==> src/rtl/mwd_pkg.sv <==
package mwd_pkg;
   localparam int unsigned OCTET_W = 8;
   typedef logic [OCTET_W-1:0] octet_t;
   localparam octet_t SYNC_OCTET = 8'hFF;
endpackage

==> src/rtl/mwd_arm.sv <==
module mwd_arm #(
   parameter bit PG_ACTIVE_LOW = 1'b1
) (
   input  logic sw_enable,
   input  logic pin_enable,
   input  logic power_good,
   output logic armed
);
   logic pg_lost;

   generate
      if (PG_ACTIVE_LOW) begin : g_pg_low
         assign pg_lost = ~power_good;
      end else begin : g_pg_high
         assign pg_lost = power_good;
      end
   endgenerate

   assign armed = sw_enable | (pin_enable & pg_lost);
endmodule

==> src/rtl/mwd_dest_filter.sv <==
module mwd_dest_filter
   import mwd_pkg::*;
#(
   parameter int unsigned ADDR_BYTES = 6,
   parameter int unsigned IDX_W      = 3
) (
   input  logic                        clk,
   input  logic                        rst_n,
   input  logic                        byte_en,
   input  logic                        in_hdr,
   input  logic [IDX_W-1:0]            idx,
   input  octet_t                      data,
   input  logic [ADDR_BYTES*OCTET_W-1:0] station_addr,
   input  logic                        relax_a,
   input  logic                        relax_b,
   output logic                        dest_ok
);
   localparam int unsigned COL_W = $clog2(ADDR_BYTES);

   octet_t sta [ADDR_BYTES];
   logic   dest_eq;

   generate
      for (genvar k = 0; k < ADDR_BYTES; k++) begin : g_sta
         assign sta[k] = station_addr[OCTET_W*(ADDR_BYTES-1-k) +: OCTET_W];
      end
   endgenerate

   always_ff @(posedge clk or negedge rst_n) begin
      if (!rst_n) begin
         dest_eq <= 1'b0;
      end else if (byte_en && in_hdr) begin
         dest_eq <= (data == sta[idx[COL_W-1:0]]) && ((idx == '0) || dest_eq);
      end
   end

   assign dest_ok = relax_a | relax_b | dest_eq;
endmodule

==> src/rtl/mwd_pattern_scan.sv <==
module mwd_pattern_scan
   import mwd_pkg::*;
#(
   parameter int unsigned ADDR_BYTES = 6,
   parameter int unsigned SYNC_LEN   = 6,
   parameter int unsigned REPEAT_CNT = 16
) (
   input  logic                          clk,
   input  logic                          rst_n,
   input  logic                          byte_en,
   input  logic                          scan_en,
   input  logic                          restart,
   input  logic                          flush,
   input  octet_t                        data,
   input  logic [ADDR_BYTES*OCTET_W-1:0] station_addr,
   output logic                          found
);
   localparam int unsigned SYNC_W = $clog2(SYNC_LEN + 1);
   localparam int unsigned COL_W  = $clog2(ADDR_BYTES);
   localparam int unsigned REP_W  = $clog2(REPEAT_CNT + 1);
   localparam logic [SYNC_W-1:0] SYNC_FULL = SYNC_W'(SYNC_LEN);
   localparam logic [COL_W-1:0]  COL_LAST  = COL_W'(ADDR_BYTES - 1);
   localparam logic [REP_W-1:0]  REP_LAST  = REP_W'(REPEAT_CNT - 1);

   octet_t            sta [ADDR_BYTES];
   logic [SYNC_W-1:0] sync_q, sync_d;
   logic [COL_W-1:0]  col_q, col_d;
   logic [REP_W-1:0]  rep_q, rep_d;
   logic              found_d;
   logic              in_reps;

   generate
      for (genvar k = 0; k < ADDR_BYTES; k++) begin : g_sta
         assign sta[k] = station_addr[OCTET_W*(ADDR_BYTES-1-k) +: OCTET_W];
      end
   endgenerate

   assign in_reps = (sync_q == SYNC_FULL);

   always_comb begin
      sync_d  = sync_q;
      col_d   = col_q;
      rep_d   = rep_q;
      found_d = found;
      if (restart || flush) begin
         sync_d  = '0;
         col_d   = '0;
         rep_d   = '0;
         found_d = 1'b0;
      end else if (byte_en && scan_en && !found) begin
         if (!in_reps) begin
            sync_d = (data == SYNC_OCTET) ? sync_q + SYNC_W'(1) : '0;
         end else if (data == sta[col_q]) begin
            if (col_q == COL_LAST) begin
               col_d = '0;
               if (rep_q == REP_LAST) found_d = 1'b1;
               else                   rep_d = rep_q + REP_W'(1);
            end else begin
               col_d = col_q + COL_W'(1);
            end
         end else begin
            col_d = '0;
            rep_d = '0;
            if (data != SYNC_OCTET)                sync_d = '0;
            else if (col_q == '0 && rep_q == '0)   sync_d = SYNC_FULL;
            else                                   sync_d = SYNC_W'(1);
         end
      end
   end

   always_ff @(posedge clk or negedge rst_n) begin
      if (!rst_n) begin
         sync_q <= '0;
         col_q  <= '0;
         rep_q  <= '0;
         found  <= 1'b0;
      end else begin
         sync_q <= sync_d;
         col_q  <= col_d;
         rep_q  <= rep_d;
         found  <= found_d;
      end
   end


   reps_need_sync_chk: assert property (@(posedge clk) disable iff (!rst_n)
      (rep_q != '0 || col_q != '0) |-> in_reps);


   found_after_byte_chk: assert property (@(posedge clk) disable iff (!rst_n)
      $rose(found) |-> $past(byte_en && scan_en));


   restart_clears_chk: assert property (@(posedge clk) disable iff (!rst_n)
      restart |=> (!found && rep_q == '0 && col_q == '0));
endmodule

==> src/rtl/magic_wake_detect.sv <==
module magic_wake_detect
   import mwd_pkg::*;
#(
   parameter int unsigned ADDR_BYTES    = 6,
   parameter int unsigned SYNC_LEN      = 6,
   parameter int unsigned REPEAT_CNT    = 16,
   parameter bit          PG_ACTIVE_LOW = 1'b1
) (
   input  logic                          clk,
   input  logic                          rst_n,
   input  logic                          rx_valid,
   input  logic [7:0]                    rx_data,
   input  logic                          rx_sof,
   input  logic                          rx_eof,
   input  logic                          rx_good,
   input  logic [ADDR_BYTES*OCTET_W-1:0] station_addr,
   input  logic                          accept_any_a,
   input  logic                          accept_any_b,
   input  logic                          sw_enable,
   input  logic                          pin_enable,
   input  logic                          power_good,
   output logic                          match_pulse
);
   localparam int unsigned HDR_W = $clog2(ADDR_BYTES + 1);
   localparam logic [HDR_W-1:0] HDR_END = HDR_W'(ADDR_BYTES);

   generate
      if (ADDR_BYTES < 2) begin : g_bad_addr
         $error("ADDR_BYTES must be at least 2");
      end
      if (SYNC_LEN < 1) begin : g_bad_sync
         $error("SYNC_LEN must be at least 1");
      end
      if (REPEAT_CNT < 1) begin : g_bad_rep
         $error("REPEAT_CNT must be at least 1");
      end
   endgenerate

   logic             byte_en, restart;
   logic [HDR_W-1:0] hdr_q, eff_idx;
   logic             in_hdr, scan_en;
   logic             armed, dest_ok, found;

   assign byte_en = rx_valid & ~rx_eof;
   assign restart = byte_en & rx_sof;
   assign eff_idx = rx_sof ? '0 : hdr_q;
   assign in_hdr  = (eff_idx < HDR_END);
   assign scan_en = ~in_hdr;

   always_ff @(posedge clk or negedge rst_n) begin
      if (!rst_n)                 hdr_q <= HDR_END;
      else if (byte_en && in_hdr) hdr_q <= eff_idx + HDR_W'(1);
   end

   mwd_arm #(.PG_ACTIVE_LOW(PG_ACTIVE_LOW)) u_arm (
      .sw_enable (sw_enable),
      .pin_enable(pin_enable),
      .power_good(power_good),
      .armed     (armed)
   );

   mwd_dest_filter #(.ADDR_BYTES(ADDR_BYTES), .IDX_W(HDR_W)) u_dest (
      .clk         (clk),
      .rst_n       (rst_n),
      .byte_en     (byte_en),
      .in_hdr      (in_hdr),
      .idx         (eff_idx),
      .data        (rx_data),
      .station_addr(station_addr),
      .relax_a     (accept_any_a),
      .relax_b     (accept_any_b),
      .dest_ok     (dest_ok)
   );

   mwd_pattern_scan #(
      .ADDR_BYTES(ADDR_BYTES), .SYNC_LEN(SYNC_LEN), .REPEAT_CNT(REPEAT_CNT)
   ) u_scan (
      .clk         (clk),
      .rst_n       (rst_n),
      .byte_en     (byte_en),
      .scan_en     (scan_en),
      .restart     (restart),
      .flush       (rx_eof),
      .data        (rx_data),
      .station_addr(station_addr),
      .found       (found)
   );

   always_ff @(posedge clk or negedge rst_n) begin
      if (!rst_n) match_pulse <= 1'b0;
      else        match_pulse <= rx_eof & rx_good & armed & dest_ok & found;
   end


   pulse_single_chk: assert property (@(posedge clk) disable iff (!rst_n)
      match_pulse |=> !match_pulse);


   pulse_cause_chk: assert property (@(posedge clk) disable iff (!rst_n)
      match_pulse |-> $past(rx_eof && rx_good && armed));
endmodule

==> config.mk <==
export PLATFORM = sky130hd
export DESIGN_NAME = magic_wake_detect
export DESIGN_NICKNAME = d
export VERILOG_FILES = /design/src/rtl/mwd_pkg.sv /design/src/rtl/mwd_arm.sv /design/src/rtl/mwd_dest_filter.sv /design/src/rtl/mwd_pattern_scan.sv /design/src/rtl/magic_wake_detect.sv
export SDC_FILE = /design/constraint.sdc
export NUM_CORES = 1
export LEC_CHECK = 0
export BUFFER_PORTS_ARGS = -buffer_cell sky130_fd_sc_hd__buf_2
export CAP_MARGIN = 20
export CORE_MARGIN = 2
export CORE_UTILIZATION = 30
export DETAILED_ROUTE_END_ITERATION = 8
export REMOVE_ABC_BUFFERS = 1
export SLEW_MARGIN = 15
export SYNTH_ARGS = -nofsm -noshare
export SYNTH_HDL_FRONTEND = slang
export SYNTH_HIERARCHICAL = 1
export SYNTH_SLANG_ARGS = --single-unit
==> constraint.sdc <==
create_clock -name clk -period 4.5 [get_ports clk]
set_input_delay 0.45 -clock clk [delete_from_list [all_inputs] [get_ports clk]]
set_output_delay 0.45 -clock clk [all_outputs]
set_load 0.02 [all_outputs]
* Word level (Yosys, flattened, before mapping)
Cells that the tools add are included.
** Storage, ports and cells
- Output and inout bits :: 1
- Input bits :: 67
- Logic and storage cells :: 90
- Flip-flop bits (word level) :: 17
** Operators by class
- Bitwise operators :: 15
- Multiplexer cells :: 31
- Add/subtract/negate cells :: 4
- $lt $le $gt $ge :: 3
- Equality and inequality tests :: 10
- Reduce and logical (&&, ||, !) cells :: 20
** Operator list (number)
- binary-select mux 8 bit (select 3 bit) :: 2
- 2-to-1 mux 3 bit :: 13
- 2-to-1 mux 8 bit :: 4
- 2-to-1 mux 5 bit :: 6
- == test 8 bit :: 2
- nonzero test 2 bit :: 5
- adder 3 x 1 -> 3 bit, second input constant :: 3
- == test 8 bit, second input constant :: 1
- >= comparator 4 bit, second input constant :: 2
- inequality test 8 bit, second input constant :: 1
- NOT 3 -> 4 bit :: 2
- AND 1 bit :: 7
- == test 3 bit, second input constant :: 2
- zero test 3 bit :: 2
- 2-to-1 mux 1 bit :: 6
- inequality test 3 x 2 -> 1 bit, second input constant :: 2
- adder 5 x 1 -> 5 bit, second input constant :: 1
- == test 5 x 4 -> 1 bit, second input constant :: 1
- logical AND 1 bit :: 5
- zero test 5 bit :: 1
- AND reduction 5 bit :: 1
- AND reduction 2 bit :: 2
- AND reduction 4 bit :: 1
- less-than comparator 3 bit, second input constant :: 1
- 5 further kinds :: 10

* Depth between registers and ports, before layout
- Depth in word-level cells :: 9
- Gate-level depth with buffers :: 10
- Gate-level depth less buffers :: 9

* Hierarchy
Netlist, hierarchy kept.
** Modules (own cells, without submodules)
- mwd_pattern_scan :: area each 1422.6 sq um, sequential area each 300.3 sq um, cells each 175, instances 1
- mwd_dest_filter :: area each 641.9 sq um, sequential area each 25.0 sq um, cells each 74, instances 1
- magic_wake_detect :: area each 219.0 sq um, sequential area each 102.6 sq um, cells each 24, instances 1
- mwd_arm :: area each 11.3 sq um, sequential area each 0.0 sq um, cells each 2, instances 1

* Worst setup path after synthesis
OpenSTA, ideal clock, no wires.
- Kind :: register -> register
- Start :: register u_scan.col_q[0]
- End :: register u_scan.rep_q[3]
- Buffers on the path :: 2
- Required time :: 4.418 ns
- Cell stages (with the launch flop) :: 10
- Arrival time :: 2.432 ns
- Slack :: 1.986 ns
- Clock period less this slack :: 2.514 ns
- Library setup time :: 0.082 ns
- Cell sequence :: dfrtp_1 > buf_6 > mux4_2 > nor2b_1 > or3_1 > a221o_1 > nor4_4 > buf_6 > nand3_1 > a31oi_1
** On the way
- Longest elaborated chain between the ends :: 9
- Elaborated cells between the ends (all ways) :: 13
- Those cells by class :: eq/ne (4); mux (7); bitwise (1); reduce/logical (1)
** Ends and longest elaborated chain
- start: declaration :: line mwd_pattern_scan.sv:27 : logic [COL_W-1:0] col_q, col_d;
- start signal: assignment :: line mwd_pattern_scan.sv:79 : col_q <= col_d;
- NOT 3 -> 4 bit (not written as such) :: line mwd_pattern_scan.sv:53 : end else if (data == sta[col_q]) begin
- binary-select mux 8 bit (select 3 bit) :: line mwd_pattern_scan.sv:53
- 2-to-1 mux 8 bit (not written as such) (2 in series) :: line mwd_pattern_scan.sv:53
- == test 8 bit :: line mwd_pattern_scan.sv:53
- 2-to-1 mux 5 bit :: line mwd_pattern_scan.sv:53
- 2-to-1 mux 5 bit :: line mwd_pattern_scan.sv:51 : if (!in_reps) begin
- 2-to-1 mux 5 bit :: line mwd_pattern_scan.sv:50 : end else if (byte_en && scan_en && !found) begin
- 2-to-1 mux 5 bit :: line mwd_pattern_scan.sv:45 : if (restart || flush) begin
- end signal: assignment :: line mwd_pattern_scan.sv:80 : rep_q <= rep_d;
- end: declaration :: line mwd_pattern_scan.sv:28 : logic [REP_W-1:0] rep_q, rep_d;
Parallel ways exist; a longest one is shown, timed or not. The select of a mux whose other input is x is not followed.
A chain may end at the register's enable or synchronous reset.

* Worst setup path after layout
- Start :: register u_scan.col_q[0]
- End :: register u_scan.sync_q[2]
** On the way
- Longest elaborated chain between the ends :: 8
- Elaborated cells between the ends (all ways) :: 15
- Those cells by class :: eq/ne (2); mux (9); bitwise (1); reduce/logical (3)
** Ends and longest elaborated chain
- parallel branches: the longest is 8 deep, another holds binary-select mux 8 bit (select 3 bit)
- end signal: assignment :: line mwd_pattern_scan.sv:78 : sync_q <= sync_d;
- end: declaration :: line mwd_pattern_scan.sv:26 : logic [SYNC_W-1:0] sync_q, sync_d;
Parallel ways; which one is timed is not known. The select of a mux whose other input is x is not followed.

==> impl_metrics.ini <==
[worst_setup_path]
start_kind = flip-flop
max_stage_delay_ns = 0.61
critical_path.slowest_cell = nor4_4
crit_chain = mux4_2 > nor2b_1 > or3_1 > a221o_1 > nor4_4 > nand3_1 > a211oi_1
crit_required_ns = 4.67
path_max_fanout = 14
worstSetupPathType = flip-flop to flip-flop
cp.arrival_ns = 3.28
end_kind = flip-flop

[drt]
vias = 2273
wl_per_cell_um = 14.9
dr.pass1.iters = 4
route.detailed.drc = 0
ant_nets = 0
vias_per_cell = 5.27
drt-initial-drc-count = 147
drt_wl_total_mm = 6.40

[placed_design]
gp_congestion = 0.830
port_buffers = 67
dp_hpwl_mm = 5.00

[floorplan]
dieHeight_um = 91.5
fp.dieW_um = 91.5
num_rows = 31
initial_core_util_pct = 31.3
dieArea_um2 = 8360
io_pins = 68
core_area_um2 = 7330

[sta]
setup_viol = 0
tns_ns = 0
slew-limit-headroom_pct = 36.0
period_share_pct = 69.1
maxSlewViolCount = 0
finalCriticalPeriod_ns = 3.11
fmax_mhz = 322
max_slew.worst_pin.slew_ns = 0.947
fin_worst_skew_ns = 0.000714
hold_violations = 0
rsz0062_at_grt = no

[grt]
antenna_found_initial = 0
grt_pass1_vias = 2261
grt_start_max_net_pins = 24
grtUsageTotal_pct = 15.5
grt_pass1_wl_mm = 10.7
overflow = 0

[synth]
synth_area_um2 = 2290
ys_ff_latch = 17
avgSynthCellArea_um2 = 8.34
synth-main-ff-cell = dfrtp_1
synthArstFlopShare_pct = 100
ys_types = 56
synth_enable_flop_cells = 0
synth_cells = 275
synth_warnings = 6
ys_seq_area_share_pct = 18.6

[clock_tree]
postCtsHoldBufs = 0
clk_pin_slew_ns = 0.07
post_cts_buffers = 0
post_cts_resized = 0
clk_latency_ns = 0.25
cts_buffer_depth = 2
cts_tree = built
htreeDepth = 1
cts_made_buffers = 3
cts.sinks = 17
cts_root_buf = clkbuf_8

[power]
peakVddDrop_uv = 70.6
p_per_area_nw_per_um2 = 200
leakage_nw = 1.13
power.total_mw = 0.546

[layout]
n_fill_cell = 762
num-nets-final = 405
areaGrowthSynthToFinish_pct = 18.9
n_antenna_cell = 0
drive_gt1_share_pct = 28.0

[outcome]
status = finished clean

[hold_path]
holdCritPathClass = input port to async pin

[flow_run]
cap_viol_max_count = 0
path summary, 6_finish.rpt:
path / start / end / slack [ns] / depth (start not counted)
worst max-delay path: u_scan/col_q[0] / u_scan/sync_q[2] / 1.39 / 7
worst min-delay path: rst_n / hdr_q[0] / 0.12 / 1
worst max register to register: u_scan/col_q[0] / u_scan/sync_q[2] / 1.39 / 7
worst min register to register: hdr_q[2] / hdr_q[2] / 0.53 / 2
max in group asynchronous: rst_n / hdr_q[1] / 4.05 / 1
min in group clk: rx_good / match_pulse / 0.43 / 3
kinds of logic (layout without fill, tap and decap cells):
group                    after synthesis  in the layout  share of synthesized area (%)
AO/OA/AOI/OAI                         59             59                           16.1
XOR/XNOR                              21             21                           8.02
AND/OR/NAND/NOR                      106            106                           24.4
adder cells (fa/ha/maj)                5              5                           2.73
multiplexers                          39             39                           24.1
buffers and inverters                 28             85                           6.05
flip-flops                            17             17                           18.6
state kept, by name (all words and copies together), names as in the netlist:
signal	count
hdr_q	3
u_scan/rep_q	5
match_pulse	1
u_dest/dest_eq	1
u_scan/col_q	3
u_scan/found	1
u_scan/sync_q	3
per-layer routing:
layer	global-route usage, %	vias up	wire (um)
met4	2.27	0	51
met3	2.74	4	325
met2	26.5	46	3080
met5	0	-	0
met1	20.9	1102	2950
li1	-	1121	-
worst max-delay path, delay by kind of cell (launching register included):
kind,cells,cell delay [ns]
and+or+nand+nor,4,1.31
AOI/OAI and AO/OA,2,0.61
DFF,1,0.57
muxes,1,0.54
stage by stage:
step                hold slack, ns  cell area, um2  std cells  utilization, %  setup slack, ns
floorplan                    0.154            2190        257               -             1.34
CTS                          0.126            2730        431            37.2             1.38
global route                 0.136            2730        431            37.2             1.12
detailed placement           0.408            2680        427            36.6             1.38
global placement             0.404            2680        427            36.6             1.44
finish                       0.120            2730        431            37.2             1.39
cells in the final DEF (no fill, tap or decap), types with 2 or more instances in the layout:
master	synthesis	routed
o21bai_1	2	2
nand2_1	23	23
xor2_1	12	12
dfstp_2	2	2
a32o_1	2	2
nand3_1	7	7
a22o_1	2	2
nor4_1	2	2
mux4_2	9	9
buf_2	6	67
o21ai_0	11	11
or3_1	5	5
nor3b_1	2	2
dfrtp_1	15	15
o211ai_1	3	3
nand4_1	7	7
mux2i_1	26	26
clkbuf_8	0	3
o21ai_1	7	7
nor2_1	30	30
nor3_1	2	2
xnor2_1	9	9
nor2b_1	6	6
and2b_1	2	2
nand2b_1	4	4
buf_4	1	4
and3_1	3	3
a31oi_1	4	4
inv_1	10	10
ha_1	5	5
mux4_1	3	3
a21oi_1	17	17
nand3b_1	3	3
a211oi_1	2	2
synth_stat cells, types with 2 or more instances:
cell type / count / area (um2)
nand2b_1: 4 / 25.0
o21bai_1: 2 / 15.0
buf_6: 3 / 33.8
inv_1: 10 / 37.5
clkbuf_1: 5 / 18.8
a21oi_1: 17 / 85.1
nand2_1: 23 / 86.3
ha_1: 5 / 62.6
dfrtp_1: 15 / 375
a22o_1: 2 / 17.5
nand4_1: 7 / 43.8
and3_1: 3 / 18.8
a32o_1: 2 / 20.0
o211ai_1: 3 / 22.5
xnor2_1: 9 / 78.8
a211oi_1: 2 / 15.0
o21ai_1: 7 / 35.0
nor3b_1: 2 / 15.0
dfstp_2: 2 / 52.6
buf_2: 6 / 30.0
nor4_1: 2 / 12.5
xor2_1: 12 / 105
a31oi_1: 4 / 25.0
or3_1: 5 / 31.3
nor2_1: 30 / 113
o21ai_0: 11 / 55.1
nor3_1: 2 / 10.0
mux4_1: 3 / 78.8
mux4_2: 9 / 203
buf_1: 3 / 11.3
mux2i_1: 26 / 260
nand3_1: 7 / 35.0
nor2b_1: 6 / 37.5
nand3b_1: 3 / 22.5
and2b_1: 2 / 15.0
final cells by class:
type / count / area, um2 / share of cell area, %
multi-input combinational: 230 / 1730 / 63.3
sequential: 17 / 428 / 15.7
timing repair buffer: 71 / 365 / 13.4
tap: 99 / 124 / 4.54
clock buffer: 3 / 41.3 / 1.51
inverter: 10 / 37.5 / 1.38
clock inverter: 1 / 5.00 / 0.183
power breakdown:
group          switching (mW)  internal [mW]
Combinational           0.134          0.116
Sequential            0.00977          0.166
Clock                  0.0581         0.0615
Total                   0.202          0.343
Note: power is estimated with default switching activity, not from simulation.
